$ cat src/rtl/pmc_pkg.sv
`timescale 1ns/1ps
package pmc_pkg;

    typedef enum logic {
        MODE_FULL = 1'b0,
        MODE_STBY = 1'b1
    } pmc_mode_e;

    localparam int NBLK    = 4;
    localparam int BLK_SYN = 0;
    localparam int BLK_PA  = 1;
    localparam int BLK_AMP = 2;
    localparam int BLK_ADC = 3;

    typedef struct packed {
        pmc_mode_e mode;
        logic      wake;
    } pmc_fsm_s;

endpackage

$ cat src/rtl/pmc_tick_gen.sv
`timescale 1ns/1ps
module pmc_tick_gen #(
    parameter int TICK_CYCLES = 16000
) (
    input  logic clk,
    input  logic rst_n,
    input  logic restart_i,
    output logic tick_o
);
    localparam int CW = (TICK_CYCLES > 1) ? $clog2(TICK_CYCLES) : 1;
    localparam logic [CW-1:0] LAST = CW'(TICK_CYCLES - 1);

    logic [CW-1:0] cnt_d, cnt_q;

    assign tick_o = (cnt_q == LAST);

    always_comb begin
        cnt_d = cnt_q + 1'b1;
        if (restart_i || tick_o) begin
            cnt_d = '0;
        end
    end

    always_ff @(posedge clk or negedge rst_n) begin
        if (!rst_n) begin
            cnt_q <= '0;
        end else begin
            cnt_q <= cnt_d;
        end
    end
endmodule

$ cat src/rtl/pmc_idle_timer.sv
`timescale 1ns/1ps
module pmc_idle_timer #(
    parameter int LIMIT_W = 16
) (
    input  logic               clk,
    input  logic               rst_n,
    input  logic               clear_i,
    input  logic               tick_i,
    input  logic [LIMIT_W-1:0] limit_i,
    output logic               expire_o
);
    logic [LIMIT_W-1:0] cnt_d, cnt_q;
    logic [LIMIT_W:0]   next_cnt;

    assign next_cnt = {1'b0, cnt_q} + 1'b1;
    assign expire_o = tick_i && !clear_i && (next_cnt >= {1'b0, limit_i});

    always_comb begin
        cnt_d = cnt_q;
        if (clear_i) begin
            cnt_d = '0;
        end else if (tick_i && !expire_o) begin
            cnt_d = next_cnt[LIMIT_W-1:0];
        end
    end

    always_ff @(posedge clk or negedge rst_n) begin
        if (!rst_n) begin
            cnt_q <= '0;
        end else begin
            cnt_q <= cnt_d;
        end
    end
endmodule

$ cat src/rtl/pmc_listen_seq.sv
`timescale 1ns/1ps
module pmc_listen_seq #(
    parameter int WIN_TICKS    = 1,
    parameter int PERIOD_TICKS = 100
) (
    input  logic clk,
    input  logic rst_n,
    input  logic clear_i,
    input  logic tick_i,
    output logic window_o
);
    localparam int PW = (PERIOD_TICKS > 1) ? $clog2(PERIOD_TICKS) : 1;
    localparam logic [PW:0] WIN_END = (PW + 1)'(WIN_TICKS);
    localparam logic [PW-1:0] PH_LAST = PW'(PERIOD_TICKS - 1);

    logic [PW-1:0] phase_d, phase_q;

    assign window_o = ({1'b0, phase_q} < WIN_END);

    always_comb begin
        phase_d = phase_q;
        if (clear_i) begin
            phase_d = '0;
        end else if (tick_i) begin
            phase_d = (phase_q == PH_LAST) ? '0 : phase_q + 1'b1;
        end
    end

    always_ff @(posedge clk or negedge rst_n) begin
        if (!rst_n) begin
            phase_q <= '0;
        end else begin
            phase_q <= phase_d;
        end
    end
endmodule

$ cat src/rtl/pmc_standby_ctrl.sv
`timescale 1ns/1ps
module pmc_standby_ctrl #(
    parameter int TICK_CYCLES  = 16000,
    parameter int WIN_TICKS    = 1,
    parameter int PERIOD_TICKS = 100,
    parameter int LIMIT_W      = 16
) (
    input  logic               clk,
    input  logic               rst_n,
    input  logic               detect_i,
    input  logic [LIMIT_W-1:0] idle_limit_i,
    input  logic [3:0]         blk_allow_i,
    output logic               en_synth_o,
    output logic               en_pa_o,
    output logic               en_amp_o,
    output logic               en_adc_o,
    output logic               gain_max_o,
    output logic               wake_o
);
    import pmc_pkg::*;

    pmc_fsm_s st_d, st_q;
    logic is_full;
    logic tick;
    logic expire;
    logic win;
    logic go_stby, go_full;
    logic presc_restart;
    logic idle_clear;
    logic [NBLK-1:0] raw_en, gated_en;

    assign is_full = (st_q.mode == MODE_FULL);

    always_comb begin
        st_d      = st_q;
        st_d.wake = 1'b0;
        go_stby   = 1'b0;
        go_full   = 1'b0;
        case (st_q.mode)
            MODE_FULL: begin
                if (expire) begin
                    st_d.mode = MODE_STBY;
                    go_stby   = 1'b1;
                end
            end
            MODE_STBY: begin
                if (win && detect_i) begin
                    st_d.mode = MODE_FULL;
                    st_d.wake = 1'b1;
                    go_full   = 1'b1;
                end
            end
            default: st_d.mode = MODE_FULL;
        endcase
    end

    always_ff @(posedge clk or negedge rst_n) begin
        if (!rst_n) begin
            st_q <= '{mode: MODE_FULL, wake: 1'b0};
        end else begin
            st_q <= st_d;
        end
    end

    assign presc_restart = go_stby || go_full || (is_full && detect_i);
    assign idle_clear    = !is_full || detect_i;

    pmc_tick_gen #(
        .TICK_CYCLES(TICK_CYCLES)
    ) u_tick (
        .clk      (clk),
        .rst_n    (rst_n),
        .restart_i(presc_restart),
        .tick_o   (tick)
    );

    pmc_idle_timer #(
        .LIMIT_W(LIMIT_W)
    ) u_idle (
        .clk     (clk),
        .rst_n   (rst_n),
        .clear_i (idle_clear),
        .tick_i  (tick),
        .limit_i (idle_limit_i),
        .expire_o(expire)
    );

    pmc_listen_seq #(
        .WIN_TICKS   (WIN_TICKS),
        .PERIOD_TICKS(PERIOD_TICKS)
    ) u_seq (
        .clk     (clk),
        .rst_n   (rst_n),
        .clear_i (is_full),
        .tick_i  (tick),
        .window_o(win)
    );

    always_comb begin
        raw_en          = '0;
        raw_en[BLK_SYN] = is_full;
        raw_en[BLK_PA]  = is_full;
        raw_en[BLK_AMP] = is_full || win;
        raw_en[BLK_ADC] = is_full || win;
    end

    for (genvar b = 0; b < NBLK; b++) begin : g_gate
        assign gated_en[b] = raw_en[b] & blk_allow_i[b];
    end

    assign en_synth_o = gated_en[BLK_SYN];
    assign en_pa_o    = gated_en[BLK_PA];
    assign en_amp_o   = gated_en[BLK_AMP];
    assign en_adc_o   = gated_en[BLK_ADC];
    assign gain_max_o = !is_full && win;
    assign wake_o     = st_q.wake;
endmodule

$ cat config.mk
export PLATFORM = sky130hd
export DESIGN_NAME = pmc_standby_ctrl
export DESIGN_NICKNAME = d
export VERILOG_FILES = /design/src/rtl/pmc_pkg.sv /design/src/rtl/pmc_tick_gen.sv /design/src/rtl/pmc_idle_timer.sv /design/src/rtl/pmc_listen_seq.sv /design/src/rtl/pmc_standby_ctrl.sv
export SDC_FILE = /design/constraint.sdc
export NUM_CORES = 1
export LEC_CHECK = 0
export BUFFER_PORTS_ARGS = -buffer_cell sky130_fd_sc_hd__buf_2
export CAP_MARGIN = 20
export CORE_UTILIZATION = 30
export DETAILED_ROUTE_END_ITERATION = 10
export PLACE_DENSITY = 0.58
export SETUP_SLACK_MARGIN = 0.5
export SLEW_MARGIN = 20
export SYNTH_ARGS = -nofsm -noshare
export SYNTH_HDL_FRONTEND = slang
export SYNTH_SLANG_ARGS = --single-unit
$ cat constraint.sdc
create_clock -name clk -period 5.8 [get_ports clk]
set_input_delay 0 -clock clk [delete_from_list [all_inputs] [get_ports clk]]
set_output_delay 0 -clock clk [all_outputs]
set_load 0.05 [all_outputs]
==> flow_metrics.tcl <==
set metrics [dict create \
    finalSetupTns_ns 0 \
    critPathArrivalTime_ns 3.68 \
    grt_pass1_wl_mm 8.79 \
    synth_top_area_cell "dfrtp_1" \
    setup_violations 0 \
    cp_cell_sequence "ha_1, and3_1, nand2_1, nor3_1, xor2_1, ha_1, nand3_1, nor3_1, o41a_1, nor2_8, xnor2_1, nor2_2" \
    tightest_slew_ns 0.870 \
    synth_common_cells "dfrtp_1, nand2_1, nor2_1" \
    place_congestion 0.742 \
    start_kind "flip-flop" \
    ys_seq_area_share_pct 36.5 \
    min_period_ns 3.51 \
    synth_edf_count 0 \
    rsz0062_at_grt "no" \
    cp-end-kind "flip-flop" \
    cts_tree "done" \
    avgViaCountPerCell 4.77 \
    dp.final_hpwl_mm 3.87 \
    pwr_density_cell_mw_per_mm2 177 \
    final-seq-area_sq_um 976 \
    clk_path_buf_depth 2 \
    place_inst 419 \
    post_cts_buffers 0 \
    crit_path_max_fanout 16 \
    outcome "complete, no violations" \
    initial_core_util_pct 30.8 \
    dr.pass1.iters 4 \
    yosysMostFrequentCell "dfrtp_1" \
    syn_area_sq_mm 0.00268 \
    clock-sinks 39 \
    fmax_mhz 285 \
    hold_class "primary input to asynchronous set/reset pin" \
    finalInstanceArea_sq_mm 0.00304 \
    core_area_sq_mm 0.00868 \
    antenna_found_initial 0 \
    vias 2046 \
    drtAntennaViolNets 0 \
    use_met2_pct 21.0 \
    gr-total-overflow 0 \
    cp_slowest_stage_delay_ns 0.64 \
    cts_made_buffers 5 \
    area_delta_synth_final_pct 13.8 \
    relSlewSlack_pct 42.0 \
    busiest_layer "met2" \
    synthCells 289 \
    synth_top_area_share_pct 36.5 \
    die_area_sq_mm 0.00930 \
    diodes 0 \
    synth.distinct_cells 44 \
    drv_cap 0 \
    num_rows 34 \
    drt-wirelength-per-cell_um 11.8 \
    hold_viol 0 \
    synthArstFlopShare_pct 100 \
    fillers 914 \
    clockRootBuffer "clkbuf_8" \
    skew_ns 0.0104 \
    die_h_um 96.4 \
    wirelength_mm 5.08 \
    finalNetCount 362 \
    path_clk_slew_ns 0.08 \
    synth.top_cells.by_area "dfrtp_1, ha_1, xor2_1" \
    use_met3_pct 3.52 \
    grt_max_degree 40 \
    syn_area_per_cell_sq_um 9.26 \
    grtUsageMet1_pct 14.9 \
    yosys_most_used_dff "dfrtp_1" \
    yosys_warnings 0 \
    grt_usage_pct 12.3 \
    vdd_drop_max_uv 95.4 \
    cp_slowest_cell "o41a_1" \
    drc 0 \
    drt_iter0_markers 59 \
    drive_gt1_share_pct 16.8 \
    port_buffers 28 \
    critPathRequiredTime_ns 5.97 \
    final_max_slew_viol_count 0 \
    clkLatencyLatePin_ns 0.29 \
    period_share_pct 60.5 \
    multiInputGateArea_sq_mm 0.00160 \
    ios 29 \
    finalNonFillerCells 429 \
    placed_area_sq_mm 0.00291 \
    grt_pass1_vias 1958 \
    ys_seq_elements 39 \
    synth_nets 331 \
    die_w_um 96.4 \
    crit_type "flip-flop to flip-flop" \
    total_leakage_power_nw 1.56 \
    ctsHtreeMaxLevel 2 \
]
==> worst paths after layout <==
| path | startpoint | endpoint | slack (ns) | cells after the start |
|---|---|---|---|---|
| worst max register to register | u_idle.cnt_q[0] | u_idle.cnt_q[0] | 2.29 | 12 |
| max in group asynchronous | rst_n | u_idle.cnt_q[1] | 4.89 | 2 |
| worst min-delay path | rst_n | u_idle.cnt_q[15] | 0.35 | 2 |
| worst max-delay path | u_idle.cnt_q[0] | u_idle.cnt_q[0] | 2.29 | 12 |
| min in group clk | blk_allow_i[1] | en_pa_o | 0.40 | 3 |
| worst min register to register | u_tick.cnt_q[0] | u_tick.cnt_q[0] | 0.52 | 1 |
==> layout by cell type (no fill, tap or decap), drive strengths merged <==
cell type and n:
a211oi 1, a21o 7, a21oi 9, a31o 3, a31oi 1, and2 5, and2b 1, and3 18
and4 4, buf 28, bufinv 1, clkbuf 5, clkinv 2, dfrtp 39, dlygate4sd3 2, ha 19
inv 16, mux2i 1, nand2 30, nand2b 9, nand3 11, nand4 8, nand4b 5, nor2 32
nor2b 3, nor3 6, nor3b 3, nor4 1, nor4b 1, o21ai 9, o31ai 2, o41a 1
o41ai 1, or2 2, or4 1, xnor2 13, xor2 21
==> worst max-delay path, delay by kind of cell (launching register included) <==
family,cells,cell delay (ns)
DFF,1,0.42
and+or+nand+nor,7,1.44
xor gates and xnor gates,2,0.33
adders and majority gates,2,0.56
AOI/OAI and AO/OA,1,0.64
==> registers in the layout, summed over array words and instances, names as in the netlist <==
signal	count
u_seq.phase_q	7
st_q	1
u_tick.cnt_q	14
wake_o	1
u_idle.cnt_q	16
==> metal layers <==
metal  routed length, um  vias up  share of wire, %
li1                    -     1062                 -
met1                2500      951                49
met2                2340       25                46
met3                 170        8               3.3
met4                  76        0               1.5
met5                   0        -                 0
==> where the power goes <==
part | internal, mW | switching [mW] | total [mW]
clock | 0.128 | 0.0980 | 0.226
combinational | 0.0137 | 0.0242 | 0.0378
sequential | 0.273 | 0.00199 | 0.275
total | 0.415 | 0.124 | 0.539
==> cell families (layout without fill, tap and decap cells) <==
| group | after synthesis | in the layout | synth area share, % |
|---|---|---|---|
| AND/OR/NAND/NOR | 140 | 140 | 30.7 |
| flip-flops | 39 | 39 | 36.5 |
| AO/OA/AOI/OAI | 34 | 34 | 8.70 |
| XOR/XNOR | 34 | 34 | 11.1 |
| buffers and inverters | 22 | 54 | 3.69 |
| adder cells (fa/ha/maj) | 19 | 19 | 8.89 |
| multiplexers | 1 | 1 | 0.374 |
==> per-stage QoR <==
| stage | hold slack, ns | total power, mW | util [%] | setup slack (ns) |
|---|---|---|---|---|
| after global routing | 0.425 | 0.564 | 35.1 | 1.95 |
| after floorplan | -0.296 | 0.301 | - | 2.77 |
| after detailed placement | 0.181 | 0.319 | 33.5 | 2.25 |
| after CTS | 0.393 | 0.550 | 35.1 | 2.26 |
| final | 0.352 | 0.539 | 35.1 | 2.29 |
| after global placement | 0.170 | 0.318 | 33.5 | 2.46 |
==> repair_timing <==
item | CTS | global route
hold buffers | 2 | 0
resized for setup | 0 | 0
endpoints found under the hold margin | 40 | 0
==> layout make-up <==
type | instances | area share [%]
inverter | 16 | 1.97
clock buffer | 5 | 2.26
multi-input combinational | 228 | 52.6
tap | 108 | 4.44
clock inverter | 3 | 1.44
timing repair buffer | 30 | 5.26
sequential | 39 | 32.1
(Power assumes the default switching activity.)
